`src/rtl/sd_cmd_pkg.sv`:
```
package sd_cmd_pkg;

    localparam int REG_AW     = 8;
    localparam int DATA_W     = 32;
    localparam int RSP_WORDS  = 4;
    localparam int STS_W      = 11;

    localparam logic [REG_AW-1:0] OFS_CMD  = 8'h00;
    localparam logic [REG_AW-1:0] OFS_ARG  = 8'h04;
    localparam logic [REG_AW-1:0] OFS_TMO  = 8'h08;
    localparam logic [REG_AW-1:0] OFS_RSP0 = 8'h10;
    localparam logic [REG_AW-1:0] OFS_STS  = 8'h20;

    // command word bit positions
    localparam int CB_START = 15;
    localparam int CB_FAIL  = 14;
    localparam int CB_BUSY  = 11;
    localparam int CB_NORSP = 10;
    localparam int CB_LONG  = 9;

    // status bit positions
    localparam int SB_COLL = 1;
    localparam int SB_CRC  = 4;
    localparam int SB_TMO  = 6;
    localparam int SB_BUSY = 10;

    typedef enum logic [1:0] {
        ST_IDLE,
        ST_ISSUE,
        ST_WAIT_RSP,
        ST_WAIT_BUSY
    } seq_state_t;

    typedef struct packed {
        logic done;
        logic fail;
        logic tmo;
        logic crc;
        logic busy_done;
    } seq_evt_t;

    function automatic logic bad_combo(input logic [15:0] w);
        return w[CB_LONG] && w[CB_BUSY];
    endfunction

endpackage

```
`src/rtl/sd_cmd_seq.sv`:
```
module sd_cmd_seq
    import sd_cmd_pkg::*;
#(
    parameter int TMO_W = 16
) (
    input  logic             clk,
    input  logic             rst,
    input  logic             pending,
    input  logic             combo_bad,
    input  logic             no_rsp,
    input  logic             busy_wait,
    input  logic [TMO_W-1:0] tmo_limit,
    input  logic             rsp_valid,
    input  logic             rsp_crc_err,
    input  logic             card_busy,
    output logic             req_valid,
    output logic             rsp_capture,
    output seq_evt_t         evt
);

    seq_state_t       state_q, state_d;
    logic [TMO_W-1:0] cnt_q;

    always_comb begin
        state_d     = state_q;
        evt         = '0;
        req_valid   = 1'b0;
        rsp_capture = 1'b0;
        unique case (state_q)
            ST_IDLE: begin
                if (pending) begin
                    if (combo_bad) begin
                        evt.done = 1'b1;
                        evt.fail = 1'b1;
                    end else begin
                        state_d = ST_ISSUE;
                    end
                end
            end
            ST_ISSUE: begin
                req_valid = 1'b1;
                if (no_rsp) begin
                    evt.done = 1'b1;
                    state_d  = ST_IDLE;
                end else begin
                    state_d  = ST_WAIT_RSP;
                end
            end
            ST_WAIT_RSP: begin
                if (rsp_valid) begin
                    rsp_capture = 1'b1;
                    if (rsp_crc_err) begin
                        evt.done = 1'b1;
                        evt.fail = 1'b1;
                        evt.crc  = 1'b1;
                        state_d  = ST_IDLE;
                    end else if (busy_wait) begin
                        state_d  = ST_WAIT_BUSY;
                    end else begin
                        evt.done = 1'b1;
                        state_d  = ST_IDLE;
                    end
                end else if (cnt_q >= tmo_limit) begin
                    evt.done = 1'b1;
                    evt.fail = 1'b1;
                    evt.tmo  = 1'b1;
                    state_d  = ST_IDLE;
                end
            end
            ST_WAIT_BUSY: begin
                if (!card_busy) begin
                    evt.done      = 1'b1;
                    evt.busy_done = 1'b1;
                    state_d       = ST_IDLE;
                end
            end
            default: state_d = ST_IDLE;
        endcase
    end

    always_ff @(posedge clk) begin
        if (rst) begin
            state_q <= ST_IDLE;
            cnt_q   <= '0;
        end else begin
            state_q <= state_d;
            if (state_q == ST_WAIT_RSP && state_d == ST_WAIT_RSP)
                cnt_q <= cnt_q + 1'b1;
            else
                cnt_q <= '0;
        end
    end

endmodule

```
`src/rtl/sd_cmd_rspbank.sv`:
```
module sd_cmd_rspbank #(
    parameter int WORDS  = 4,
    parameter int WORD_W = 32
) (
    input  logic                           clk,
    input  logic                           rst,
    input  logic                           capture,
    input  logic                           long_rsp,
    input  logic [WORDS*WORD_W-1:0]        rsp_data,
    output logic [WORDS-1:0][WORD_W-1:0]   rsp_q
);

    for (genvar g = 0; g < WORDS; g++) begin : g_word
        always_ff @(posedge clk) begin
            if (rst)
                rsp_q[g] <= '0;
            else if (capture) begin
                if (long_rsp || g == 0)
                    rsp_q[g] <= rsp_data[g*WORD_W +: WORD_W];
                else
                    rsp_q[g] <= '0;
            end
        end
    end

endmodule

```
`src/rtl/sd_cmd_status.sv`:
```
module sd_cmd_status #(
    parameter int W = 11
) (
    input  logic         clk,
    input  logic         rst,
    input  logic [W-1:0] set_bits,
    input  logic [W-1:0] clr_bits,
    output logic [W-1:0] sts_q
);

    always_ff @(posedge clk) begin
        if (rst)
            sts_q <= '0;
        else
            sts_q <= (sts_q & ~clr_bits) | set_bits;
    end

endmodule

```
`src/rtl/sd_cmd_engine.sv`:
```
module sd_cmd_engine
    import sd_cmd_pkg::*;
#(
    parameter int              TMO_W     = 16,
    parameter logic [TMO_W-1:0] TMO_RESET = 16'd64
) (
    input  logic                      clk,
    input  logic                      rst,
    input  logic                      reg_wr,
    input  logic [REG_AW-1:0]         reg_addr,
    input  logic [DATA_W-1:0]         reg_wdata,
    output logic [DATA_W-1:0]         reg_rdata,
    output logic                      card_cmd_valid,
    output logic [5:0]                card_cmd_index,
    output logic [DATA_W-1:0]         card_cmd_arg,
    output logic                      card_cmd_long,
    input  logic                      card_rsp_valid,
    input  logic [RSP_WORDS*DATA_W-1:0] card_rsp_data,
    input  logic                      card_rsp_crc_err,
    input  logic                      card_busy
);

    logic [15:0]        cmd_q;
    logic [DATA_W-1:0]  arg_q;
    logic [TMO_W-1:0]   tmo_q;
    logic [STS_W-1:0]   sts_q, sts_set, sts_clr;
    logic [RSP_WORDS-1:0][DATA_W-1:0] rsp_q;
    logic               rsp_capture;
    logic               wr_cmd, collide;
    seq_evt_t           evt;

    assign wr_cmd  = reg_wr && (reg_addr == OFS_CMD);
    assign collide = wr_cmd && cmd_q[CB_START];

    always_ff @(posedge clk) begin
        if (rst) begin
            cmd_q <= '0;
            arg_q <= '0;
            tmo_q <= TMO_RESET;
        end else begin
            if (wr_cmd && !cmd_q[CB_START]) begin
                cmd_q           <= reg_wdata[15:0];
                cmd_q[CB_FAIL]  <= 1'b0;
            end else if (evt.done) begin
                cmd_q[CB_START] <= 1'b0;
                if (evt.fail)
                    cmd_q[CB_FAIL] <= 1'b1;
            end
            if (reg_wr && reg_addr == OFS_ARG)
                arg_q <= reg_wdata;
            if (reg_wr && reg_addr == OFS_TMO)
                tmo_q <= reg_wdata[TMO_W-1:0];
        end
    end

    sd_cmd_seq #(.TMO_W(TMO_W)) i_seq (
        .clk         (clk),
        .rst         (rst),
        .pending     (cmd_q[CB_START]),
        .combo_bad   (bad_combo(cmd_q)),
        .no_rsp      (cmd_q[CB_NORSP]),
        .busy_wait   (cmd_q[CB_BUSY]),
        .tmo_limit   (tmo_q),
        .rsp_valid   (card_rsp_valid),
        .rsp_crc_err (card_rsp_crc_err),
        .card_busy   (card_busy),
        .req_valid   (card_cmd_valid),
        .rsp_capture (rsp_capture),
        .evt         (evt)
    );

    sd_cmd_rspbank #(.WORDS(RSP_WORDS), .WORD_W(DATA_W)) i_rsp (
        .clk      (clk),
        .rst      (rst),
        .capture  (rsp_capture),
        .long_rsp (cmd_q[CB_LONG]),
        .rsp_data (card_rsp_data),
        .rsp_q    (rsp_q)
    );

    always_comb begin
        sts_set          = '0;
        sts_set[SB_COLL] = collide;
        sts_set[SB_CRC]  = evt.crc;
        sts_set[SB_TMO]  = evt.tmo;
        sts_set[SB_BUSY] = evt.busy_done;
        sts_clr          = (reg_wr && reg_addr == OFS_STS) ? reg_wdata[STS_W-1:0] : '0;
    end

    sd_cmd_status #(.W(STS_W)) i_sts (
        .clk      (clk),
        .rst      (rst),
        .set_bits (sts_set),
        .clr_bits (sts_clr),
        .sts_q    (sts_q)
    );

    assign card_cmd_index = cmd_q[5:0];
    assign card_cmd_arg   = arg_q;
    assign card_cmd_long  = cmd_q[CB_LONG];

    always_comb begin
        reg_rdata = '0;
        case (reg_addr)
            OFS_CMD: reg_rdata = {16'd0, cmd_q};
            OFS_ARG: reg_rdata = arg_q;
            OFS_TMO: reg_rdata = DATA_W'(tmo_q);
            OFS_STS: reg_rdata = DATA_W'(sts_q);
            default: reg_rdata = '0;
        endcase
        for (int i = 0; i < RSP_WORDS; i++)
            if (reg_addr == OFS_RSP0 + REG_AW'(4 * i))
                reg_rdata = rsp_q[i];
    end

endmodule

```
`config.mk`:
```
export PLATFORM = sky130hd
export DESIGN_NAME = sd_cmd_engine
export DESIGN_NICKNAME = d
export VERILOG_FILES = /design/src/rtl/sd_cmd_pkg.sv /design/src/rtl/sd_cmd_seq.sv /design/src/rtl/sd_cmd_rspbank.sv /design/src/rtl/sd_cmd_status.sv /design/src/rtl/sd_cmd_engine.sv
export SDC_FILE = /design/constraint.sdc
export NUM_CORES = 1
export LEC_CHECK = 0
export BUFFER_PORTS_ARGS = -buffer_cell sky130_fd_sc_hd__buf_2
export CORE_AREA = 2 2 108 214
export CTS_CLUSTER_SIZE = 25
export DETAILED_ROUTE_END_ITERATION = 10
export DIE_AREA = 0 0 110 216
export HOLD_SLACK_MARGIN = 0.12
export PLACE_DENSITY = 0.73
export SLEW_MARGIN = 20
export SYNTH_ARGS = -nofsm -noshare
export SYNTH_HDL_FRONTEND = slang
export SYNTH_SLANG_ARGS = --single-unit
```
`constraint.sdc`:
```
create_clock -name clk -period 2.7 [get_ports clk]
set_clock_uncertainty 0.2 [all_clocks]
set_input_delay 0 -clock clk [delete_from_list [all_inputs] [get_ports clk]]
set_output_delay 0 -clock clk [all_outputs]
set_load 0.02 [all_outputs]
```
Word-level counts from Yosys, hierarchy flattened --
Index checks and enable logic that the tools add are counted.
Word-level totals: input bits 174, flip-flop bits (word level) 221
Operators by class: add/subtract/negate cells 1, bitwise logic cells 4, multiplexer cells 39, order comparisons 1, reductions and logical operators 15, equal/unequal tests 11
Operators with widths (number):
- 2-to-1 mux 32 bit | 7
- case mux 32 bit (4 select lines) | 1
- == test 8 x 5 -> 1 bit, second input constant | 4
- 2-to-1 mux 2 bit | 14
- adder 16 x 1 -> 16 bit, second input constant | 1
- greater-or-equal comparator 16 bit | 1
- 2-to-1 mux 1 bit | 12
- bitwise AND 11 bit | 1
- 2-to-1 mux 11 bit | 1
- NOT 11 bit | 1
- bitwise OR 11 bit | 1
- == test 8 x 3 -> 1 bit, second input constant | 1
- == test 8 x 4 -> 1 bit, second input constant | 1
- == test 8 x 6 -> 1 bit, second input constant | 1
- logical AND 1 bit | 8
- logical NOT 8 bit | 1
- case mux 2 bit (4 select lines) | 1
- == test 2 bit, second input constant | 3
- case mux 1 bit (4 select lines) | 1
- OR reduction 2 bit | 2
- 2-to-1 mux 3 bit | 1
- == test 2 x 1 -> 1 bit, second input constant | 1
- logical NOT 2 bit | 1
- case mux 1 bit (2 select lines) | 1
- other kinds (4) | 4

Logic depth before layout (Yosys ltp) --
word-level depth 8, mapped depth 8, gate-level depth less buffers 7

Hierarchy --
Synthesis repeated with hierarchy kept, for this count alone.
Second synthesis, totals: cells, all modules 1280, area total of the unflattened synthesis 10934.2 um^2
By module, submodules not included:
- sd_cmd_rspbank | area each 4863.4 um^2, seq. area each 2562.5 um^2, times used 1, cells an instance 530
- sd_cmd_engine | area each 4281.6 um^2, seq. area each 1281.2 um^2, times used 1, cells an instance 540
- sd_cmd_seq | area each 1355.0 um^2, seq. area each 360.3 um^2, times used 1, cells an instance 165
- sd_cmd_status | area each 434.2 um^2, seq. area each 220.2 um^2, times used 1, cells an instance 45

Worst setup path before layout --
No wires, ideal clock.
kind register to register, start register tmo_q[1], end register i_sts.sts_q[6], buffers on the path 1, data required time 2.383 ns, stages on the path, launching flop included 9, period minus slack after synthesis 2.102 ns, arrival time 1.784 ns, setup slack 0.598 ns, cells stage by stage dfxtp_1 > inv_1 > ha_1 > nor2b_1 > o211a_1 > o311ai_0 > nand4_1 > clkbuf_1 > a32o_1
On the way: word-level cells in the longest chain between the ends 5
Ends and longest elaborated chain:
- start, declared | line sd_cmd_engine.sv:25 | logic [TMO_W-1:0] tmo_q;
- start signal, assigned | line sd_cmd_engine.sv:52 | tmo_q <= reg_wdata[TMO_W-1:0];
- greater-or-equal comparator 16 bit | line sd_cmd_seq.sv:63 | end else if (cnt_q >= tmo_limit) begin
- 2-to-1 mux 3 bit | line sd_cmd_seq.sv:63
- 2-to-1 mux 1 bit | line sd_cmd_seq.sv:50 | if (rsp_valid) begin
- 2-to-1 mux 2 bit | line sd_cmd_seq.sv:29 | unique case (state_q)
- bitwise OR 11 bit | line sd_cmd_status.sv:15 | sts_q <= (sts_q & ~clr_bits) | set_bits;
- end signal, assigned | line sd_cmd_status.sv:15
- end, declared | line sd_cmd_status.sv:8 | output logic [W-1:0] sts_q
No other way between the ends. A chain may end at the register's enable or synchronous reset.

Worst setup path after layout --
start input port reg_addr[1], end output port reg_rdata[30]
On the way: word-level cells in the longest chain between the ends 6
Ends and longest elaborated chain:
- start, declared | line sd_cmd_engine.sv:10 | input logic [REG_AW-1:0] reg_addr,
- == test 8 x 6 -> 1 bit, or another cell as far along | line sd_cmd_engine.sv:104 | case (reg_addr)
- case mux 32 bit (4 select lines) | line sd_cmd_engine.sv:104
- 2-to-1 mux 32 bit (3 in series) | line sd_cmd_engine.sv:112 | if (reg_addr == OFS_RSP0 + REG_AW'(4 * i))
- 2-to-1 mux 32 bit (*) | line sd_cmd_engine.sv:112
- end, declared | line sd_cmd_engine.sv:12 | output logic [DATA_W-1:0] reg_rdata,
Mark *: on every way between the ends. The rest lies on a longest branch, timed or not.

==> key figures <==
Synthesis
  • Mapped cell area: 10000 sq um
  • Syn Nets: 1500
  • Synth area leaders: dfxtp_1, nand2_1, a21oi_1
  • Seq/Total Area, Yosys: 44.0%
  • EDFF count, synth: 0
  • Synth async-reset ratio: 0%
  • Post-synth top area share: 44.0%
  • Main synth FF type: dfxtp_1
  • Synth warnings: 0
  • Mean Syn Cell Area: 7.67 sq um
  • Gate Count Post-Synth: 1309
  • Count of cell types in the netlist: 52
  • Area leader, netlist: dfxtp_1
  • #FFs+latches synth: 221

Outcome
  • Failing checks: design-rule violations, negative setup slack
  • Outcome: complete, but fails checks

Flow run
  • Number of max-cap violations: 0

Cells and area
  • Synth-to-layout area growth: 54.1%
  • Final nets: 2012
  • Layout cells sized above 1: 18.3%
  • Final Cell Area: 15500 sq um

Power and ir drop
  • Max VDD drop: 0.000413 V
  • Comb power frac: 9.2%
  • Power Dens Cells: 450 nW/um^2
  • Switching portion of total power: 23.4%
  • Clock power share: 44.0%
  • Pleak: 6.32 nW
  • P_int: 0.00534 W
  • Sw power: 0.00163 W
  • Sequential share of power: 46.8%

Die
  • I/O pins: 246
  • Die X: 110 um
  • Die Y: 216 um
  • Starting Density: 45.5%
  • Core area: 22100 sq um
  • Die area: 23800 sq um
  • Row count: 77

STA
  • Final min period: 2720 ps
  • Fmax: 0.367 GHz
  • Tightest Pin Transition: 960 ps
  • Slew Limit Headroom: 36.0%
  • Final hold violation count: 0
  • Slew Viols, Final: 0
  • Period Utilization, post-route: 101%
  • Final setup violating endpoints: 2
  • Post-route setup slack: -25.0 ps

Worst hold path
  • Hold Path Class: input pin to register
  • Hold Path Cell Cnt: 4

Clock network
  • Latest clock arrival within the worst-skew pair: 510 ps
  • CTS root buffer: clkbuf_16
  • Clock transition at path regs: 70 ps
  • Clock buffer count from CTS: 20
  • Clock buffer depth: 3
  • H-tree levels: 1
  • CTS tree: done
  • # clock sinks: 221

Routing
  • Wire per inst: 23.0 um
  • DR iter-0 viols: 1443
  • Via Count: 12900
  • Vias per cell: 6.12
  • Drt first pass iters: 11
  • DR DRC count: 2
  • Total Wirelength: 48600 um
  • Post-DRT Antenna Nets: 0

Placed design
  • Dpl cell area: 11400 sq um
  • Dpl ws: 335 ps
  • Hpwl dp: 24000 um
  • IO Port Bufs: 245
  • GP Congestion: 0.942

Setup path
  • Required @ worst endpoint: 2500 ps
  • Type of the worst setup path: input pin to primary output
  • CP Launch Type: input pin
  • Crit path DAT: 2520 ps
  • FF-to-FF path depth: 6
  • Crit path max fanout: 11
  • Setup crit end kind: primary output

Global route
  • Vias in the first global route: 13200
  • GRT Resource Usage Total: 39.5%
  • Largest net degree at the start of global routing: 129
  • First-pass GRT wire length: 71500 um
  • Initial antenna violation count: 3
  • Grt total ovfl: 0
==> layout make-up <==
class	instances	area [sq um]
sequential	221	4430
clock inverter	6	82.6
antenna	3	7.51
clock buffer	29	596
fill	1453	6580
multi-input combinational	957	5130
timing repair buffer	600	4820
inverter	21	78.8
tap	276	345
==> kinds of logic (layout without fill, tap and decap cells) <==
logic type | count (synthesis) | count (layout) | share of synthesized area (%)
compound gates | 315 | 315 | 17.4
xor+xnor | 14 | 14 | 1.22
fa+ha+maj | 17 | 17 | 2.12
buf+inv | 132 | 656 | 5.49
flops | 221 | 221 | 44.0
mux | 37 | 37 | 5.09
other cells | 0 | 3 | 0
simple gates | 573 | 574 | 24.6
==> layer usage <==
layer	up-vias	GRT usage, %	wire, um
met5	-	0	0
met4	0	35.4	5440
li1	5510	-	-
met2	1085	62.7	22600
met3	427	10.6	5150
met1	5899	41.3	15400
==> power by group through the flow <==
stage               clock (W)  sequential [W]  combinational (W)
finish                0.00307         0.00326           0.000639
global route          0.00316         0.00326           0.000659
CTS                   0.00301         0.00326           0.000587
detailed placement          0         0.00334           0.000326
global placement            0         0.00334           0.000325
floorplan                   0         0.00334           0.000123
==> Yosys cell counts (all sizes together), types with 2 or more instances <==
| library cell | count |
|---|---|
| nor3 | 22 |
| ha | 17 |
| nor4 | 2 |
| xor2 | 10 |
| and4 | 2 |
| a31oi | 20 |
| mux2 | 3 |
| mux2i | 23 |
| nor2 | 82 |
| a221oi | 4 |
| nor2b | 9 |
| nand2b | 4 |
| xnor2 | 4 |
| or2 | 4 |
| clkbuf | 85 |
| buf | 26 |
| a22o | 2 |
| dfxtp | 221 |
| nor3b | 2 |
| nand3 | 127 |
| a22oi | 32 |
| and3 | 2 |
| a32oi | 2 |
| nand2 | 308 |
| a21oi | 222 |
| mux4 | 11 |
| o21ai | 21 |
| nand4 | 6 |
| inv | 21 |
==> flip-flops by register name (all words and copies together) (netlist names) <==
register       count
i_seq.state_q      2
cmd_q             16
i_sts.sts_q       11
card_cmd_arg      32
i_rsp.rsp_q      128
tmo_q             16
i_seq.cnt_q       16
==> final timing paths <==
path                                start                      endpoint  slack, ps
max                           reg_addr[1]                 reg_rdata[30]        -20
min                      card_rsp_data[3]   i_rsp.rsp_q[3]$_SDFFE_PP0P_        120
max reg2reg   i_seq.state_q[0]$_SDFF_PP0_  i_rsp.rsp_q[83]$_SDFFE_PP0P_        -10
min reg2reg  i_rsp.rsp_q[72]$_SDFFE_PP0P_  i_rsp.rsp_q[72]$_SDFFE_PP0P_        250
==> timing repair <==
item	CTS	global route
hold buffers	329	0
setup buffers	0	5
setup endpoints to repair	0	13
endpoints found under the hold margin	205	0
gates resized for setup	0	12
==> through the flow <==
step	power (W)	setup TNS (ps)	hold WS (ps)	cells	utilization, %
6_report	0.00696	-32.7	122	2113	70.2
2_1_floorplan	0.00346	0	-113	1309	-
3_3_place_gp	0.00366	0	31.6	1739	51.7
5_1_grt	0.00707	-15.2	124	2113	70.2
4_1_cts	0.00686	0	121	2103	69.7
3_5_place_dp	0.00366	0	24.1	1739	51.7
==> cell usage in the layout (no fill, tap or decap), types with 3 or more instances in the layout <==
cell	synthesis	routed
clkbuf_8	0	4
buf_4	7	19
ha_1	17	17
dlygate4sd3_1	0	329
xor2_1	10	10
buf_2	12	243
nand3_1	127	127
inv_1	21	21
nor3_1	21	19
a221oi_1	4	4
or2_2	3	3
dfxtp_1	221	220
xnor2_1	4	4
nor2b_1	9	9
buf_12	0	6
a21oi_1	222	221
nand2_1	307	307
diode_2	0	3
mux2i_1	23	23
a31oi_1	20	19
nor2_1	81	79
nand4_1	6	6
nand2b_1	4	3
mux4_2	11	11
clkinv_2	0	3
a22oi_1	32	32
mux2_2	3	3
o21ai_0	21	21
clkbuf_16	0	22
clkbuf_1	85	4
==> worst max-delay path, cell delays in order <==
cell     delay [ps]
buf_2           110
or4_4           640
or2_1           500
nor2_4          360
a22oi_1         300
a31oi_2         380
buf_2           230
(Power assumes the default switching activity.)
